--- src/rtl/crau_pkg.sv ---
package crau_pkg;

    localparam int ADDR_W = 16;
    localparam int DATA_W = 64;

    typedef enum logic [1:0] {
        OP_RD     = 2'd0,
        OP_WR     = 2'd1,
        OP_IE_ON  = 2'd2,
        OP_IE_OFF = 2'd3
    } op_kind_e;

    typedef enum logic [1:0] {
        CAUSE_NONE = 2'd0,
        CAUSE_CTRL = 2'd1,
        CAUSE_IO   = 2'd2
    } cause_e;

    typedef enum logic [1:0] {
        TGT_NONE   = 2'd0,
        TGT_CREG   = 2'd1,
        TGT_COPROC = 2'd2,
        TGT_IO     = 2'd3
    } target_e;

    typedef struct packed {
        logic    fault;
        cause_e  cause;
        target_e tgt;
        logic    is_write;
        logic    ie_set;
        logic    ie_clr;
    } decode_t;

    // Classify one request against the current privilege level.
    function automatic decode_t classify(input logic valid, input op_kind_e kind,
                                         input logic space_io, input logic addr_hi,
                                         input logic sup);
        decode_t d;
        d          = '0;
        d.cause    = CAUSE_NONE;
        d.tgt      = TGT_NONE;
        if (valid) begin
            case (kind)
                OP_IE_ON, OP_IE_OFF: begin
                    if (!sup) begin
                        d.fault = 1'b1;
                        d.cause = CAUSE_CTRL;
                    end else begin
                        d.ie_set = (kind == OP_IE_ON);
                        d.ie_clr = (kind == OP_IE_OFF);
                    end
                end
                default: begin
                    d.is_write = (kind == OP_WR);
                    if (space_io) begin
                        if (!sup) begin
                            d.fault = 1'b1;
                            d.cause = CAUSE_IO;
                        end else begin
                            d.tgt = TGT_IO;
                        end
                    end else if (addr_hi) begin
                        d.tgt = TGT_COPROC;
                    end else if (!sup) begin
                        d.fault = 1'b1;
                        d.cause = CAUSE_CTRL;
                    end else begin
                        d.tgt = TGT_CREG;
                    end
                end
            endcase
        end
        return d;
    endfunction

endpackage

--- src/rtl/ctlreg_decode.sv ---
module ctlreg_decode
    import crau_pkg::*;
(
    input  logic     valid,
    input  op_kind_e kind,
    input  logic     space_io,
    input  logic     addr_hi,
    input  logic     sup,
    output decode_t  dec
);
    always_comb begin
        dec = classify(valid, kind, space_io, addr_hi, sup);
    end
endmodule

--- src/rtl/ctlreg_bank.sv ---
module ctlreg_bank #(
    parameter int                ADDR_W    = 16,
    parameter int                DATA_W    = 64,
    parameter logic [ADDR_W-1:0] IE_ADDR   = 16'h0000,
    parameter logic [ADDR_W-1:0] MODE_ADDR = 16'h0001
) (
    input  logic              clk,
    input  logic              rst,
    input  logic              wr_en,
    input  logic [ADDR_W-1:0] addr,
    input  logic              wbit,
    input  logic              ie_set,
    input  logic              ie_clr,
    input  logic              sys_enter,
    output logic              ie_q,
    output logic              sup_q,
    output logic [DATA_W-1:0] rdata
);
    logic hit_ie;
    logic hit_mode;

    assign hit_ie   = (addr == IE_ADDR);
    assign hit_mode = (addr == MODE_ADDR);

    always_ff @(posedge clk) begin
        if (rst) begin
            ie_q  <= 1'b0;
            sup_q <= 1'b1;
        end else begin
            if (ie_set)
                ie_q <= 1'b1;
            else if (ie_clr)
                ie_q <= 1'b0;
            else if (wr_en && hit_ie)
                ie_q <= wbit;

            if (sys_enter)
                sup_q <= 1'b1;
            else if (wr_en && hit_mode)
                sup_q <= wbit;
        end
    end

    always_comb begin
        rdata = '0;
        if (hit_ie)
            rdata[0] = ie_q;
        else if (hit_mode)
            rdata[0] = sup_q;
    end
endmodule

--- src/rtl/ctlreg_resp.sv ---
module ctlreg_resp
    import crau_pkg::*;
#(
    parameter int ADDR_W = 16,
    parameter int DATA_W = 64
) (
    input  logic              clk,
    input  logic              rst,
    input  decode_t           dec,
    input  logic [ADDR_W-1:0] addr,
    input  logic [DATA_W-1:0] wdata,
    input  logic [DATA_W-1:0] creg_rdata,
    input  logic [DATA_W-1:0] cp_rdata,
    input  logic [DATA_W-1:0] io_rdata,
    output logic              rd_valid,
    output logic [DATA_W-1:0] rd_data,
    output logic              exc_valid,
    output logic [1:0]        exc_cause,
    output logic              cp_valid,
    output logic              cp_write,
    output logic [ADDR_W-2:0] cp_addr,
    output logic [DATA_W-1:0] cp_wdata,
    output logic              io_valid,
    output logic              io_write,
    output logic [ADDR_W-1:0] io_addr,
    output logic [DATA_W-1:0] io_wdata
);
    logic [DATA_W-1:0] rd_mux;
    logic              rd_ok;

    assign rd_ok = !dec.fault && !dec.is_write && (dec.tgt != TGT_NONE);

    always_comb begin
        case (dec.tgt)
            TGT_CREG:   rd_mux = creg_rdata;
            TGT_COPROC: rd_mux = cp_rdata;
            TGT_IO:     rd_mux = io_rdata;
            default:    rd_mux = '0;
        endcase
    end

    always_ff @(posedge clk) begin
        if (rst) begin
            rd_valid  <= 1'b0;
            rd_data   <= '0;
            exc_valid <= 1'b0;
            exc_cause <= 2'b00;
            cp_valid  <= 1'b0;
            cp_write  <= 1'b0;
            cp_addr   <= '0;
            cp_wdata  <= '0;
            io_valid  <= 1'b0;
            io_write  <= 1'b0;
            io_addr   <= '0;
            io_wdata  <= '0;
        end else begin
            rd_valid  <= rd_ok;
            rd_data   <= rd_ok ? rd_mux : '0;
            exc_valid <= dec.fault;
            exc_cause <= dec.cause;
            cp_valid  <= (dec.tgt == TGT_COPROC);
            cp_write  <= dec.is_write;
            cp_addr   <= addr[ADDR_W-2:0];
            cp_wdata  <= wdata;
            io_valid  <= (dec.tgt == TGT_IO);
            io_write  <= dec.is_write;
            io_addr   <= addr;
            io_wdata  <= wdata;
        end
    end
endmodule

--- src/rtl/ctlreg_access_unit.sv ---
module ctlreg_access_unit
    import crau_pkg::*;
(
    input  logic              clk,
    input  logic              rst,
    input  logic              op_valid,
    input  logic [1:0]        op_kind,
    input  logic              op_space,
    input  logic [ADDR_W-1:0] op_addr,
    input  logic [DATA_W-1:0] op_wdata,
    input  logic              sys_enter,
    input  logic [DATA_W-1:0] cp_rdata,
    input  logic [DATA_W-1:0] io_rdata,
    output logic              rd_valid,
    output logic [DATA_W-1:0] rd_data,
    output logic              exc_valid,
    output logic [1:0]        exc_cause,
    output logic              cp_valid,
    output logic              cp_write,
    output logic [ADDR_W-2:0] cp_addr,
    output logic [DATA_W-1:0] cp_wdata,
    output logic              io_valid,
    output logic              io_write,
    output logic [ADDR_W-1:0] io_addr,
    output logic [DATA_W-1:0] io_wdata,
    output logic              int_en,
    output logic              sup_mode
);
    decode_t           dec;
    logic [DATA_W-1:0] creg_rdata;
    logic              creg_wr;

    ctlreg_decode u_dec (
        .valid    (op_valid),
        .kind     (op_kind_e'(op_kind)),
        .space_io (op_space),
        .addr_hi  (op_addr[ADDR_W-1]),
        .sup      (sup_mode),
        .dec      (dec)
    );

    assign creg_wr = (dec.tgt == TGT_CREG) && dec.is_write;

    ctlreg_bank #(
        .ADDR_W (ADDR_W),
        .DATA_W (DATA_W)
    ) u_bank (
        .clk       (clk),
        .rst       (rst),
        .wr_en     (creg_wr),
        .addr      (op_addr),
        .wbit      (op_wdata[0]),
        .ie_set    (dec.ie_set),
        .ie_clr    (dec.ie_clr),
        .sys_enter (sys_enter),
        .ie_q      (int_en),
        .sup_q     (sup_mode),
        .rdata     (creg_rdata)
    );

    ctlreg_resp #(
        .ADDR_W (ADDR_W),
        .DATA_W (DATA_W)
    ) u_resp (
        .clk        (clk),
        .rst        (rst),
        .dec        (dec),
        .addr       (op_addr),
        .wdata      (op_wdata),
        .creg_rdata (creg_rdata),
        .cp_rdata   (cp_rdata),
        .io_rdata   (io_rdata),
        .rd_valid   (rd_valid),
        .rd_data    (rd_data),
        .exc_valid  (exc_valid),
        .exc_cause  (exc_cause),
        .cp_valid   (cp_valid),
        .cp_write   (cp_write),
        .cp_addr    (cp_addr),
        .cp_wdata   (cp_wdata),
        .io_valid   (io_valid),
        .io_write   (io_write),
        .io_addr    (io_addr),
        .io_wdata   (io_wdata)
    );
endmodule

--- config.mk ---
export PLATFORM = sky130hd
export DESIGN_NAME = ctlreg_access_unit
export DESIGN_NICKNAME = d
export VERILOG_FILES = /design/src/rtl/crau_pkg.sv /design/src/rtl/ctlreg_decode.sv /design/src/rtl/ctlreg_bank.sv /design/src/rtl/ctlreg_resp.sv /design/src/rtl/ctlreg_access_unit.sv
export SDC_FILE = /design/constraint.sdc
export NUM_CORES = 1
export LEC_CHECK = 0
export BUFFER_PORTS_ARGS = -buffer_cell sky130_fd_sc_hd__buf_2
export CAP_MARGIN = 10
export CORE_AREA = 2 2 176 178
export CTS_CLUSTER_SIZE = 28
export DETAILED_ROUTE_END_ITERATION = 10
export DIE_AREA = 0 0 178 180
export SLEW_MARGIN = 20
export SYNTH_ARGS = -nofsm -noshare
export SYNTH_HDL_FRONTEND = slang
export SYNTH_SLANG_ARGS = --single-unit
--- constraint.sdc ---
create_clock -name clk -period 1.62 [get_ports clk]
set_input_delay 0.162 -clock clk [delete_from_list [all_inputs] [get_ports clk]]
set_output_delay 0.162 -clock clk [all_outputs]
set_load 0.005 [all_outputs]
Word-level counts from Yosys, hierarchy flattened
Index checks and enable logic that the tools add are counted.
- add/subtract/negate cells: 0
- multipliers: 0
- div/mod/pow operators: 0
- magnitude comparators: 0
- equality and inequality tests: 7
- shift-type cells: 0
- mux-type cells: 18
- bitwise logic cells: 2
- reductions and logical operators: 14
- operator list (operator ; count):
    one-hot mux 64 bit (3 select lines) ; 1
    equality test 16 x 1 -> 1 bit, second input constant ; 1
    logical NOT 16 bit ; 1
    2-to-1 mux 3 bit ; 5
    equality test 2 bit, second input constant ; 4
    2-to-1 mux 2 bit ; 4
    2-to-1 mux 8 bit ; 1
    OR reduction 2 bit ; 4
    2-to-1 mux 1 bit ; 6
    logical AND 1 bit ; 5
    2-to-1 mux 5 bit ; 1
    equality test 2 x 1 -> 1 bit, second input constant ; 2
    nonzero test 3 bit ; 1
    logical NOT 1 bit ; 2
    NOT 1 bit ; 2
    nonzero test 2 bit ; 1
- flip-flop bits (word level): 168
- latch bits: 0
- bits in writable memories: 0
- memory bits (read-only): 0
- bits of input ports: 215
- output and inout port bits: 233
- logic and storage cells: 53
- memories: 0

Depth between registers and ports, before layout
- depth in word-level cells: 11
- depth in mapped cells: 7
- depth with buffers taken out: 5

Cells and area by module
Synthesis repeated with hierarchy kept, for this count alone.
- cells, all modules: 590
- area total of the unflattened synthesis: 6633.9 sq um
- modules (own cells, without submodules) (module ; times used ; cells each ; area an instance (sq um) ; seq. area each (sq um)):
    ctlreg_resp ; 1 ; 490 ; 5889.4 ; 3022.9
    ctlreg_bank ; 1 ; 84 ; 631.9 ; 40.0
    ctlreg_decode ; 1 ; 15 ; 103.8 ; 0.0
    ctlreg_access_unit ; 1 ; 1 ; 8.8 ; 0.0

Worst setup path after synthesis
OpenSTA, ideal clock, no wires.
- kind: input to register
- start: in op_addr[8]
- end: reg u_bank.ie_q
- library setup time: 0.116 ns
- arrival: 1.318 ns
- data required time: 1.504 ns
- setup slack: 0.187 ns
- cell stages on the path: 5
- path buffers: 0
- cells stage by stage: nor4_1 nand3_1 nor4_2 mux2_1 a31o_1
- cells in the longest elaborated chain, start to end: 3
- ends and longest elaborated chain (element ; RTL line ; RTL):
    from (decl) ; ctlreg_access_unit.sv:9 ; input logic [ADDR_W-1:0] op_addr,
    logical NOT 16 bit ; ctlreg_bank.sv:22 ; assign hit_ie = (addr == IE_ADDR);
    logical AND 1 bit ; ctlreg_bank.sv:34 ; else if (wr_en && hit_ie)
    nonzero test 3 bit (no line) ; -- ;
    to (signal assigned) ; ctlreg_bank.sv:35 ; ie_q <= wbit;
    to (decl) ; ctlreg_bank.sv:15 ; output logic ie_q,
No other way between the ends.
A chain may end at the register's enable or synchronous reset.

Worst setup path after layout
- start: in op_kind[1]
- end: reg u_bank.ie_q
- cells in the longest elaborated chain, start to end: 8
- elaborated cells on any way between the ends: 14
- those cells by class: 4 x eq/ne; 6 x mux; 4 x reduce/logical
- ends and longest elaborated chain (element ; RTL line ; RTL):
    from (decl) ; ctlreg_access_unit.sv:7 ; input logic [1:0] op_kind,
    equality test 2 bit, on equally long branches ; crau_pkg.sv:44, crau_pkg.sv:51, crau_pkg.sv:50 ;
    OR reduction 2 bit ; crau_pkg.sv:44 ; case (kind)
    2-to-1 mux 3 bit ; crau_pkg.sv:44 ;
    2-to-1 mux 8 bit * ; crau_pkg.sv:43 ; if (valid) begin
    equality test 2 x 1 -> 1 bit ; ctlreg_access_unit.sv:42 ; assign creg_wr = (dec.tgt == TGT_CREG) && dec.is_write;
    logical AND 1 bit ; ctlreg_access_unit.sv:42 ;
    logical AND 1 bit ; ctlreg_bank.sv:34 ;
    nonzero test 3 bit (no line) ; -- ;
Mark *: on every way between the ends. The rest lies on a longest branch, timed or not.

==> metrics.cfg <==
[timing]
worst_hold_slack_ns=0.02038
final.period_utilization=0.9746
maxClockFrequency_mhz=633.4
fin_crit_ns=1.579
tightest_slew_ns=0.4671
setup_violations=0
timing.setup.tns_ns=0
timing_max_transition_violations_final=0
report.final.hold_viol_count=0
timing.clock.skew_ns=0.005860
grt_setup_unrepaired=false
timing.slew.headroom=0.6879

[floorplanning]
floorplan.die.height_um=180
io_pins=448
die_x_um=178
placementRows=64
initial_utilization=0.1738
coreArea_sq_mm=0.03019
design.die.area_sq_mm=0.03204

[worst_setup_path]
cp_data_arrival_time_ns=1.89
critical-path-top-delay-family=buffers and inverters
timing.reg2reg.worst_path_depth=4
cp_cell_sequence=dlygate4sd3_1 > nor2b_4 > nand3_2 > nor4_4 > mux2_4 > a31o_1
timing.rr.start=u_bank.sup_q
critical_path_buf_inv_count=1
timing.critical_path.fanout_max=4
cpPeakStageDelay_ns=0.62
critical_path_required_ns=1.94
critical_path.reg2reg.endpoint=u_bank.ie_q
timing.reg2reg.setup_slack_ns=0.09
critPathKind=in -> reg
worstSetupStartpointType=input pin
endpoint_kind=flip-flop
critPathSlowestCell=dlygate4sd3_1

[place]
io_buffer_count=447
hpwlAfterDp_um=15530
replace_congestion=0.8204
number_of_placed_instances_taps_included=1254

[power]
ir_worst_vdd_mv=0.6565
p_leak_nw=4.869
swShare=0.2296
switching_power_mw=2.202
p_int_mw=7.388
total_power_per_unit_cell_area_mw_per_mm2=947.8
pwr-share-clk=0.464
share_comb_of_total_power=0.125
sequentialPowerShare=0.411

[layout]
most_common_cell_after_layout_fill_and_taps_aside=buf_2
stdcell_count=1485
antenna_diode_count=0
mostFrequentLayoutCells=buf_2, dlygate4sd3_1, dfxtp_1, nor2b_1, nor2_1
fraction_of_final_layout_cells_sized_beyond_drive_strength_1=0.4619
final_core_util=0.3352
layout.nets=1291
flow.area_growth_from_synthesis_pct=92.82

[grt]
grt_antenna_before_repair=0
grt_use_total=0.1386
grt_first_pass_wirelength_um=33380
grt_max_degree=85
grt_pass1_vias=6018
gr-total-overflow=0

[drt]
route.antenna.remaining_nets=0
routed_wire_length_um=22970
vias_per_cell=3.877
dr_total_vias=5758
first_pass_iters=5
detail_route.drc_violations=0
routed_wire_length_per_instance_um=15.47
detailed_route_iter0_violations=208

[run_status]
run_status=finished clean

[yosys]
synth.avg_cell_area_sq_um=10.37
synth_fp_nets=721
postSynthRegisterBits=153
synthCells=506
synthesis.area_sq_mm=0.005248
netlist-cell-type-count=29
yosys_warnings=0
seq_area_frac_synth=0.5837

[clock_tree]
cts.repair_timing.setup_buffer_count=0
clock-sinks=153
clock_tree.root_cell=clkbuf_16
cts-htree-levels=4
worst_skew_pair.late_latency_ns=0.42
cts_made_buffers=17
cts_tree=built
cts_max_path_buffers=2
cts.clk_slew.worst_paths_ns=0.06

[min_path]
worstHoldPathCells=2
holdCritStartpoint=op_addr[15]
min_delay_worst_endpoint=u_resp.io_addr[15]
min-delay-path-class=in -> reg

[run]
maxCapViolCount=0

worst max path at each step:
stage	from	end	cells past startpoint
global placement	op_addr[4]	u_bank.ie_q	7
CTS	op_kind[1]	u_resp.rd_data[19]	9
finish	op_kind[1]	u_bank.ie_q	6
floorplan	op_addr[8]	u_bank.ie_q	5
global route	u_bank.sup_q	u_bank.ie_q	4
detailed placement	op_addr[4]	u_bank.ie_q	7
Yosys cell counts:
cell type,count,area [sq um]
a2111o_1,1,11.26
a21boi_0,1,7.510
a21oi_1,1,5.000
a22oi_1,64,480.5
a31o_1,1,8.760
and2_1,1,6.260
and3_1,2,12.51
and4_1,1,8.760
buf_1,4,15.01
buf_2,15,75.07
buf_4,80,600.6
clkbuf_1,11,41.29
dfxtp_1,153,3063
inv_1,4,15.01
mux2_1,1,11.26
nand2_1,1,3.750
nand3_1,3,15.01
nand4_1,1,6.260
nor2_1,67,251.5
nor2_2,1,6.260
nor2b_1,82,513.0
nor2b_2,1,8.760
nor3_1,1,5.000
nor3b_1,2,15.01
nor4_1,1,6.260
nor4_2,3,37.54
o21a_1,1,7.510
o21ai_0,1,5.000
o21ai_1,1,5.000
metrics by stage:
| stage | setup WS [ns] | area, sq um | power [mW] |
|---|---|---|---|
| 2_1_floorplan | 0.1868 | 5248 | 4.381 |
| 3_3_place_gp | -0.1946 | 7450 | 4.804 |
| 3_5_place_dp | -0.2319 | 7450 | 4.817 |
| 4_1_cts | 0.04078 | 10090 | 9.756 |
| 5_1_grt | 0.003350 | 10120 | 10.04 |
| 6_report | 0.04120 | 10120 | 9.590 |
registers in the layout, summed over array words and instances, names as in the netlist, 2 cells and up:
signal and count:
u_resp.cp_wdata 64, u_resp.exc_cause 2, u_resp.io_addr 16, u_resp.rd_data 64
power groups by stage:
stage / Clock, mW / Sequential, mW / Combinational, mW
floorplan: 0 / 4.03 / 0.351
global placement: 0 / 4.02 / 0.783
detailed placement: 0 / 4.02 / 0.793
CTS: 4.65 / 3.94 / 1.17
global route: 4.79 / 3.95 / 1.30
finish: 4.45 / 3.94 / 1.20
cell families after synthesis:
kind of cell           share of synthesized area
AND/OR/NAND/NOR                           0.1707
multiplexers                            0.002146
flip-flops                                0.5837
buffers and inverters                     0.1423
AO/OA/AOI/OAI                             0.1011
repair_timing:
| action | CTS | global route |
|---|---|---|
| hold endpoints to repair | 142 | 1 |
| gates resized for setup | 0 | 5 |
| hold buffers | 199 | 1 |
| setup endpoints to repair | 0 | 53 |
final cells by class:
| cell class | count | area (sq um) |
|---|---|---|
| clock buffers | 18 | 429.2 |
| clock inverters | 14 | 217.7 |
| fillers | 3047 | 20070 |
| inverters | 4 | 15.01 |
| multi-input cells | 239 | 1476 |
| flip-flops and latches | 153 | 3063 |
| well taps | 396 | 495.5 |
| repair buffers | 661 | 4422 |
routing by layer:
| layer | track usage | up-vias | part of all wire |
|---|---|---|---|
| li1 | - | 2722 | - |
| met1 | 0.1484 | 2656 | 0.38 |
| met2 | 0.2526 | 346 | 0.51 |
| met3 | 0.04272 | 34 | 0.089 |
| met4 | 0.05115 | 0 | 0.023 |
| met5 | 0 | - | 0 |
Note: power is estimated with default switching activity, not from simulation.
